<file path="src/rtl/pcr_pkg.sv">
package pcr_pkg;
  localparam int unsigned DW = 8;
  localparam int unsigned AW = 8;

  localparam logic [AW-1:0] RST_ADDR = 8'h30;
  localparam logic [AW-1:0] CMD_BASE = 8'h31;
  localparam logic [AW-1:0] EVT_BASE = 8'h33;
  localparam logic [AW-1:0] IRQ_BASE = 8'h38;

  typedef enum logic [2:0] {
    RG_NONE,
    RG_RST,
    RG_CMD,
    RG_EVT,
    RG_IRQ
  } region_e;
endpackage

</file>
<file path="src/rtl/pcr_decode.sv">
module pcr_decode
  import pcr_pkg::*;
#(
  parameter int unsigned N_CMD = 2,
  parameter int unsigned N_EVT = 5,
  parameter int unsigned N_IRQ = 8
) (
  input  logic [AW-1:0] addr_i,
  output region_e       region_o,
  output logic [AW-1:0] idx_o,
  output logic          odd_o
);
  localparam logic [AW:0] CMD_END = (AW+1)'(CMD_BASE) + (AW+1)'(N_CMD);
  localparam logic [AW:0] EVT_END = (AW+1)'(EVT_BASE) + (AW+1)'(N_EVT);
  localparam logic [AW:0] IRQ_END = (AW+1)'(IRQ_BASE) + (AW+1)'(2 * N_IRQ);

  logic [AW:0]   a_ext;
  logic [AW-1:0] irq_off;

  assign a_ext   = {1'b0, addr_i};
  assign irq_off = addr_i - IRQ_BASE;

  always_comb begin
    region_o = RG_NONE;
    idx_o    = '0;
    odd_o    = 1'b0;
    if (addr_i == RST_ADDR) begin
      region_o = RG_RST;
    end else if (addr_i >= CMD_BASE && a_ext < CMD_END) begin
      region_o = RG_CMD;
      idx_o    = addr_i - CMD_BASE;
    end else if (addr_i >= EVT_BASE && a_ext < EVT_END) begin
      region_o = RG_EVT;
      idx_o    = addr_i - EVT_BASE;
    end else if (addr_i >= IRQ_BASE && a_ext < IRQ_END) begin
      region_o = RG_IRQ;
      idx_o    = {1'b0, irq_off[AW-1:1]};
      odd_o    = irq_off[0];
    end
  end
endmodule

</file>
<file path="src/rtl/pcr_cmd_gen.sv">
module pcr_cmd_gen
  import pcr_pkg::*;
#(
  parameter int unsigned N_REG = 2
) (
  input  logic              clk_i,
  input  logic              rst_ni,
  input  logic              wr_i,
  input  logic [AW-1:0]     idx_i,
  input  logic [DW-1:0]     wdata_i,
  output logic [N_REG*DW-1:0] cmd_o
);
  logic [N_REG*DW-1:0] cmd_q;

  for (genvar g = 0; g < N_REG; g++) begin : g_reg
    // pulse lasts one cycle: cleared unless rewritten
    always_ff @(posedge clk_i or negedge rst_ni) begin
      if (!rst_ni) begin
        cmd_q[g*DW +: DW] <= '0;
      end else if (wr_i && idx_i == AW'(g)) begin
        cmd_q[g*DW +: DW] <= wdata_i;
      end else begin
        cmd_q[g*DW +: DW] <= '0;
      end
    end
  end

  assign cmd_o = cmd_q;
endmodule

</file>
<file path="src/rtl/pcr_w1c_bank.sv">
module pcr_w1c_bank
  import pcr_pkg::*;
#(
  parameter int unsigned N_REG = 5
) (
  input  logic                clk_i,
  input  logic                rst_ni,
  input  logic [N_REG*DW-1:0] set_i,
  input  logic                clr_i,
  input  logic [AW-1:0]       idx_i,
  input  logic [DW-1:0]       wdata_i,
  output logic [N_REG*DW-1:0] q_o
);
  logic [N_REG*DW-1:0] q;

  for (genvar g = 0; g < N_REG; g++) begin : g_reg
    logic [DW-1:0] clr_mask;
    assign clr_mask = (clr_i && idx_i == AW'(g)) ? wdata_i : '0;

    // set has priority over a same-cycle clear
    always_ff @(posedge clk_i or negedge rst_ni) begin
      if (!rst_ni) q[g*DW +: DW] <= '0;
      else         q[g*DW +: DW] <= (q[g*DW +: DW] & ~clr_mask) | set_i[g*DW +: DW];
    end
  end

  assign q_o = q;
endmodule

</file>
<file path="src/rtl/pcr_ctrl.sv">
module pcr_ctrl
  import pcr_pkg::*;
#(
  parameter int unsigned N_CMD = 2,
  parameter int unsigned N_EVT = 5,
  parameter int unsigned N_IRQ = 8
) (
  input  logic                clk_i,
  input  logic                rst_ni,
  input  logic [AW-1:0]       addr_i,
  input  logic                wr_i,
  input  logic                rd_i,
  input  logic [DW-1:0]       wdata_i,
  output logic [DW-1:0]       rdata_o,
  output logic                periph_rst_o,
  output logic                periph_halt_o,
  output logic [N_CMD*DW-1:0] cmd_o,
  input  logic [N_EVT*DW-1:0] event_i,
  input  logic [N_IRQ*DW-1:0] irq_src_i,
  output logic                irq_o
);
  region_e             region;
  logic [AW-1:0]       idx;
  logic                odd;
  logic                rst_q, halt_q;
  logic [N_EVT*DW-1:0] evt_q;
  logic [N_IRQ*DW-1:0] int_q, mask_q;
  logic [DW-1:0]       rd_val, rdata_q;

  pcr_decode #(.N_CMD(N_CMD), .N_EVT(N_EVT), .N_IRQ(N_IRQ)) i_decode (
    .addr_i  (addr_i),
    .region_o(region),
    .idx_o   (idx),
    .odd_o   (odd)
  );

  always_ff @(posedge clk_i or negedge rst_ni) begin
    if (!rst_ni) begin
      rst_q  <= 1'b1;
      halt_q <= 1'b0;
    end else if (wr_i && region == RG_RST) begin
      rst_q  <= wdata_i[0];
      halt_q <= wdata_i[1];
    end
  end

  pcr_cmd_gen #(.N_REG(N_CMD)) i_cmd (
    .clk_i  (clk_i),
    .rst_ni (rst_ni),
    .wr_i   (wr_i && region == RG_CMD),
    .idx_i  (idx),
    .wdata_i(wdata_i),
    .cmd_o  (cmd_o)
  );

  pcr_w1c_bank #(.N_REG(N_EVT)) i_evt (
    .clk_i  (clk_i),
    .rst_ni (rst_ni),
    .set_i  (event_i),
    .clr_i  (wr_i && region == RG_EVT),
    .idx_i  (idx),
    .wdata_i(wdata_i),
    .q_o    (evt_q)
  );

  pcr_w1c_bank #(.N_REG(N_IRQ)) i_int (
    .clk_i  (clk_i),
    .rst_ni (rst_ni),
    .set_i  (irq_src_i),
    .clr_i  (wr_i && region == RG_IRQ && odd),
    .idx_i  (idx),
    .wdata_i(wdata_i),
    .q_o    (int_q)
  );

  for (genvar g = 0; g < N_IRQ; g++) begin : g_mask
    always_ff @(posedge clk_i or negedge rst_ni) begin
      if (!rst_ni) begin
        mask_q[g*DW +: DW] <= '0;
      end else if (wr_i && region == RG_IRQ && !odd && idx == AW'(g)) begin
        mask_q[g*DW +: DW] <= wdata_i;
      end
    end
  end

  always_comb begin
    rd_val = '0;
    unique case (region)
      RG_RST:  rd_val = {{(DW-2){1'b0}}, halt_q, rst_q};
      RG_EVT:  rd_val = evt_q[int'(idx)*DW +: DW];
      RG_IRQ:  rd_val = odd ? int_q[int'(idx)*DW +: DW] : mask_q[int'(idx)*DW +: DW];
      default: rd_val = '0;  // commands and unbacked regions
    endcase
  end

  always_ff @(posedge clk_i or negedge rst_ni) begin
    if (!rst_ni)   rdata_q <= '0;
    else if (rd_i) rdata_q <= rd_val;
  end

  assign rdata_o       = rdata_q;
  assign periph_rst_o  = rst_q;
  assign periph_halt_o = halt_q;
  assign irq_o         = |(int_q & mask_q);
endmodule

</file>
<file path="config.mk">
export PLATFORM = sky130hd
export DESIGN_NAME = pcr_ctrl
export DESIGN_NICKNAME = d
export VERILOG_FILES = /design/src/rtl/pcr_pkg.sv /design/src/rtl/pcr_decode.sv /design/src/rtl/pcr_cmd_gen.sv /design/src/rtl/pcr_w1c_bank.sv /design/src/rtl/pcr_ctrl.sv
export SDC_FILE = /design/constraint.sdc
export NUM_CORES = 1
export LEC_CHECK = 0
export ABC_AREA = 0
export BUFFER_PORTS_ARGS = -buffer_cell sky130_fd_sc_hd__buf_2
export CAP_MARGIN = 20
export CORE_UTILIZATION = 40
export CTS_BUF_LIST = sky130_fd_sc_hd__clkbuf_4 sky130_fd_sc_hd__clkbuf_8
export CTS_CLUSTER_SIZE = 12
export DETAILED_ROUTE_END_ITERATION = 16
export MAX_ROUTING_LAYER = met4
export SYNTH_ARGS = -nofsm -noshare
export SYNTH_HDL_FRONTEND = slang
export SYNTH_SLANG_ARGS = --single-unit
</file>
<file path="constraint.sdc">
create_clock -name clk_i -period 3.9 [get_ports clk_i]
set_input_delay 0.39 -clock clk_i [delete_from_list [all_inputs] [get_ports clk_i]]
set_output_delay 0.39 -clock clk_i [all_outputs]
set_load 0.05 [all_outputs]
</file>
# Word level (Yosys, flattened, before mapping)
# Cells that the tools add are included.
# Widths: inputs -> output; s select.
# word_totals
reg_bits	194
in_bits	124
out_inout_bits	27
word_cells	154
# classes
add_sub_neg	3
order_cmp	6
n_eq_ne	12
n_shift	3
n_mux	29
n_bitwise	40
n_reduce_logical	35
# ops
operator	n
$mux 8	19
$shiftx 64x12->8	2
$and 8x8->8	13
$not 8->8	13
$or 8x8->8	13
$and 64x64->64	1
$reduce_or 64->1	1
$shiftx 40x12->8	1
$eq 8x3->1 const B	4
$logic_and 1x1->1	32
$ge 8x6->1 const B	3
$pmux 8 s3	1
$sub 8x6->8 const B	3
$eq 8x2->1 const B	2
$lt 8x6->1 const B	2
$mux 3	4
$eq 8x1->1 const B	1
$eq 8x6->1 const B	1
$logic_not 8->1	1
$lt 8x7->1 const B	1
$mux 7	1
$eq 3x2->1 const B	2
$mux 1	4
$eq 3x1->1 const B	1
2 further kinds	2

# Depth between registers and ports, before layout
# logic_depth
depth_word	14
mapped_depth	13
ltp_nobuf	9

# Modules after synthesis
# Synthesis repeated with hierarchy kept, for this count alone.
# hier_totals
cells_unflattened	961
area_unflattened_um2	10966.8
# by_module_without_submodules
module	n_inst	cells_per_inst	area_per_inst_um2	seq_area_each_um2
pcr_ctrl	1	344	4674.5	1853.0
pcr_w1c_bank (i_int)	1	286	2932.8	1601.5
pcr_w1c_bank (i_evt)	1	204	2138.3	1001.0
pcr_cmd_gen	1	49	644.4	400.4
pcr_decode	1	78	576.8	0.0

# Worst setup path after synthesis
# OpenSTA, ideal clock, no wires.
# synth_path
kind	in2reg
from	input port addr_i[0]
to	register mask_q[10]
setup_time_ns	0.125
t_arrival_ns	2.897
required_ns	3.775
slack_ns	0.878
stages	9
path_buffers	0
path_cell_list	inv_1 -> ha_1 -> or4b_4 -> a311oi_1 -> a21boi_2 -> o21ai_2 -> or2_4 -> nor4_4 -> mux2_2
# synth_between
elab_chain_cells	10
elab_cells_between_ends	31
classes_between	3 x add/sub; 6 x order compare; 3 x eq/ne; 12 x mux; 7 x reduce/logical
# synth_rtl
element	line	rtl
start: declaration	pcr_ctrl.sv:10	input logic [AW-1:0] addr_i,
$ge 8x6->1 / $lt 8x7->1 (equally long branches)	pcr_decode.sv:35	end else if (addr_i >= IRQ_BASE && a_ext < IRQ_END) begin
$logic_and 1x1->1	pcr_decode.sv:35	
$mux 3	pcr_decode.sv:35	
$mux 3	pcr_decode.sv:32	end else if (addr_i >= EVT_BASE && a_ext < EVT_END) begin
$mux 3	pcr_decode.sv:29	end else if (addr_i >= CMD_BASE && a_ext < CMD_END) begin
$mux 3	pcr_decode.sv:27	if (addr_i == RST_ADDR) begin
$eq 3x3->1	pcr_ctrl.sv:80	end else if (wr_i && region == RG_IRQ && !odd && idx == AW'(g)) begin
$logic_and 1x1->1 (2 in a row)	pcr_ctrl.sv:80	
$logic_and 1x1->1 (*)	pcr_ctrl.sv:80	
end signal: indexed assignment	pcr_ctrl.sv:81	mask_q[g*DW +: DW] <= wdata_i;
end: declaration	pcr_ctrl.sv:27	logic [N_IRQ*DW-1:0] int_q, mask_q;
# Mark *: on every way between the ends. The rest lies on a longest branch, timed or not.
# A chain may end at the register's enable or synchronous reset.

# Final worst setup path
# layout_path
from	input port addr_i[0]
to	register rdata_q[5], in the netlist rdata_o[5]
# layout_between
elab_chain_cells	9
elab_cells_between_ends	33
classes_between	3 x add/sub; 6 x order compare; 4 x eq/ne; 3 x shift; 14 x mux; 3 x reduce/logical
# layout_rtl
element	line	rtl
$ge 8x6->1 / $lt 8x7->1 (equally long branches)	pcr_decode.sv:35	
$logic_and 1x1->1	pcr_decode.sv:35	
$mux 7	pcr_decode.sv:35	
$mux 8	pcr_decode.sv:32	
$mux 8	pcr_decode.sv:29	
$mux 8	pcr_decode.sv:27	
$shiftx 64x12->8	pcr_ctrl.sv:91	RG_IRQ: rd_val = odd ? int_q[int'(idx)*DW +: DW] : mask_q[int'(idx)*DW +: DW];
$mux 8	pcr_ctrl.sv:91	
$pmux 8 s3 (*)	pcr_ctrl.sv:88	unique case (region)
end signal: assignment	pcr_ctrl.sv:98	else if (rd_i) rdata_q <= rd_val;
end: declaration	pcr_ctrl.sv:28	logic [DW-1:0] rd_val, rdata_q;
# Marks and branches as above.

==> results.yml <==
status:
  status: "finished, violations left"
  violations: "hold timing"
power:
  p_seq_share_pct: 52.5
  ir_drop_mv: 0.202
  leakage_uw: 0.00499
  internal_power_uw: 2730
  p_clk_share_pct: 33.4
  p_total_uw: 3950
  swShare_pct: 30.9
  combPwrFrac_pct: 14.0
  powerDensity_mw_per_mm2: 328
  power.switching_uw: 1220
route:
  wl_um: 36000
  drcViolationCount: 0
  routedWlPerCell_um: 25.0
  drtPass1Iterations: 5
  met1Wirelength_um: 15800
  top_layer_used: "met4"
  routed_via_density: 6.04
  ant_nets: 0
  met2_length_um: 17200
  num_vias: 8708
  drt_first_iter_violations: 1006
  route.met3.wl_um: 2380
synthesis:
  ys_warn_count: 0
  syn_inst: 947
  synth_cell_type_count: 70
  yosysSeqAreaShare_pct: 47.0
  ys_top_cells_by_count: "dfrtp_1, a21o_1, mux2_2"
  syn_area_mm2: 0.0103
  synth_ff_type: "dfrtp_1"
  yosysMostFrequentCell: "dfrtp_1"
  synthArstFlopShare_pct: 100
  synth_edf_count: 0
  syn_nets: 1077
  synth_area_leaders: "dfrtp_1, mux2_2, mux2i_1"
  yosys.area.top_type: "dfrtp_1"
  yosysTopAreaCellShare_pct: 46.8
  synth_area_per_cell_um2: 10.9
  synth-seq-cells: 194
floorplanning:
  dieWidth_um: 163
  ioPinCount: 151
  die_h_um: 163
  initial_utilization_pct: 40.9
  core-area_mm2: 0.0253
  rows: 58
  dieArea_mm2: 0.0265
placed_design:
  place.gp.congestion: 0.937
  io_buffers: 150
  dp_slack_ns: -0.00165
  place_area_mm2: 0.0117
  dp_hpwl_um: 26600
final_layout:
  final_area_mm2: 0.0120
  antenna_cells: 0
  num-fill-cells: 2390
  layout-drive-gt1-share_pct: 30.5
  syn_to_final_growth_pct: 16.6
  nets: 1228
global_route:
  grt_pass1_vias: 8520
  grt_pass1_wl_um: 54400
  grt_max_degree: 114
  grt-ovfl-total: 0
  grt_util_all_layers_pct: 28.9
  antenna_found_initial: 0
clock_tree:
  holdBufCountCts: 0
  cts_tree: "built"
  h-tree-depth: 4
  clockRootBuffer: "clkbuf_8"
  post_cts.repair.setup_buffers: 0
  cts_buffer_depth: 2
  clk_latency_ns: 0.48
  cts_buffers: 17
  cts_sinks: 194
  cts_resized: 0
  cts.clk_slew.worst_paths_ns: 0.11
sta:
  finalSetupViolations: 0
  fmax_mhz: 280
  finClkSkew_ns: 0.0183
  hold_ws_ns: -0.0128
  rsz0062_at_grt: "false"
  layout_setup_ws_ns: 0.330
  fin_crit_sh_pct: 91.5
  fin_crit_ns: 3.57
  hold_viol: 4
  relSlewSlack_pct: 34.6
  worst_slew_pin_slew_ns: 0.981
  slew_viol_final: 0
setup_path:
  crit_type: "input pin to flip-flop"
  critPathCaptureType: "flip-flop"
  worst_ep_arrival_time_ns: 3.95
  required_ns: 4.28
  critPathMaxFanout: 41
  startpoint_type: "input pin"
min_path:
  hp-class: "input pin to asynchronous set/reset pin"
job:
  drv_cap: 0
[registers in the layout (all words and copies together) (netlist names)]
register,flops
i_int.q_o,64
mask_q,64
i_evt.q_o,40
i_cmd.cmd_o,16
rdata_o,8
periph_halt_o,1
periph_rst_o,1
[metrics by stage]
step | hold WS [ns] | instances | TNS [ns] | util [%]
finish | -0.0128 | 1441 | 0 | 47.7
global route | 0.0601 | 1441 | 0 | 47.7
CTS | 0.0608 | 1441 | 0 | 47.7
detailed placement | 0.470 | 1409 | -0.00165 | 46.2
global placement | 0.465 | 1409 | 0 | 46.2
floorplan | 0.0944 | 947 | 0 | -
[kinds of logic after synthesis]
| logic type | Yosys count | share of synthesized area [%] |
|---|---|---|
| buffers and inverters | 88 | 3.69 |
| AND/OR/NAND/NOR | 277 | 15.4 |
| flip-flops | 194 | 47.0 |
| adder cells (fa/ha/maj) | 6 | 0.727 |
| XOR/XNOR | 2 | 0.170 |
| AO/OA/AOI/OAI | 234 | 17.8 |
| multiplexers | 146 | 15.2 |
[cell type report]
| class | instances | area, um2 | share of cell area [%] |
|---|---|---|---|
| Sequential cell | 194 | 4860 | 40.3 |
| Tap cell | 330 | 413 | 3.43 |
| Multi-Input combinational cell | 665 | 5120 | 42.5 |
| Clock buffer | 18 | 241 | 2.00 |
| Inverter | 25 | 93.8 | 0.779 |
| Timing Repair Buffer | 195 | 1180 | 9.83 |
| Clock inverter | 14 | 141 | 1.17 |
[per-layer routing]
layer	track usage [%]	vias to the layer above
met2	45.3	361
li1	-	3866
met1	39.2	4427
met5	-	-
met4	7.22	0
met3	4.48	54
[power groups by stage]
stage | Sequential, uW | Combinational [uW] | Clock [uW]
detailed placement | 2110 | 549 | 0
CTS | 2070 | 551 | 1330
finish | 2070 | 554 | 1320
global placement | 2110 | 550 | 0
floorplan | 2120 | 257 | 0
global route | 2080 | 588 | 1410
[worst max-delay path, cell delays in order]
cell       delay, ns
buf_2           0.15
inv_1           0.22
ha_1            0.28
or4b_4          0.52
o211a_1         0.29
a211oi_4        0.34
buf_12          0.27
buf_4           0.21
nor2_1          0.05
a2111oi_0       0.71
a2111oi_0       0.19
o32ai_1         0.32
[path summary, 6_finish.rpt]
kind / from / endpoint / slack, ns / depth (start not counted)
worst max-delay path: addr_i[0] / rdata_o[5]$_DFFE_PN0P_ / 0.33 / 12
worst min-delay path: rst_ni / i_evt.q_o[14]$_DFF_PN0_ / -0.01 / 1
worst max register to register: i_int.q_o[13]$_DFF_PN0_ / rdata_o[5]$_DFFE_PN0P_ / 1.89 / 4
worst min register to register: i_evt.q_o[0]$_DFF_PN0_ / i_evt.q_o[0]$_DFF_PN0_ / 0.49 / 1
max in group asynchronous: rst_ni / mask_q[57]$_DFFE_PN0P_ / 2.81 / 2
min in group clk_i: irq_src_i[55] / i_int.q_o[55]$_DFF_PN0_ / 0.08 / 2
[placed cells by master (no fill, tap or decap), types with 8 or more instances in the layout]
master / n
a2111oi_0: 19
a211oi_1: 15
a21o_1: 83
a21oi_1: 14
a221oi_1: 16
a22o_1: 17
a22oi_1: 8
a31oi_1: 17
and2_1: 26
buf_2: 149
buf_4: 38
clkbuf_8: 18
dfrtp_1: 193
inv_1: 25
mux2_2: 79
mux2i_1: 63
nand2_1: 21
nand3_1: 69
nand4_1: 20
nor2_1: 72
nor3_1: 10
nor4_1: 11
No activity file was read; power rests on OpenSTA's default activity.
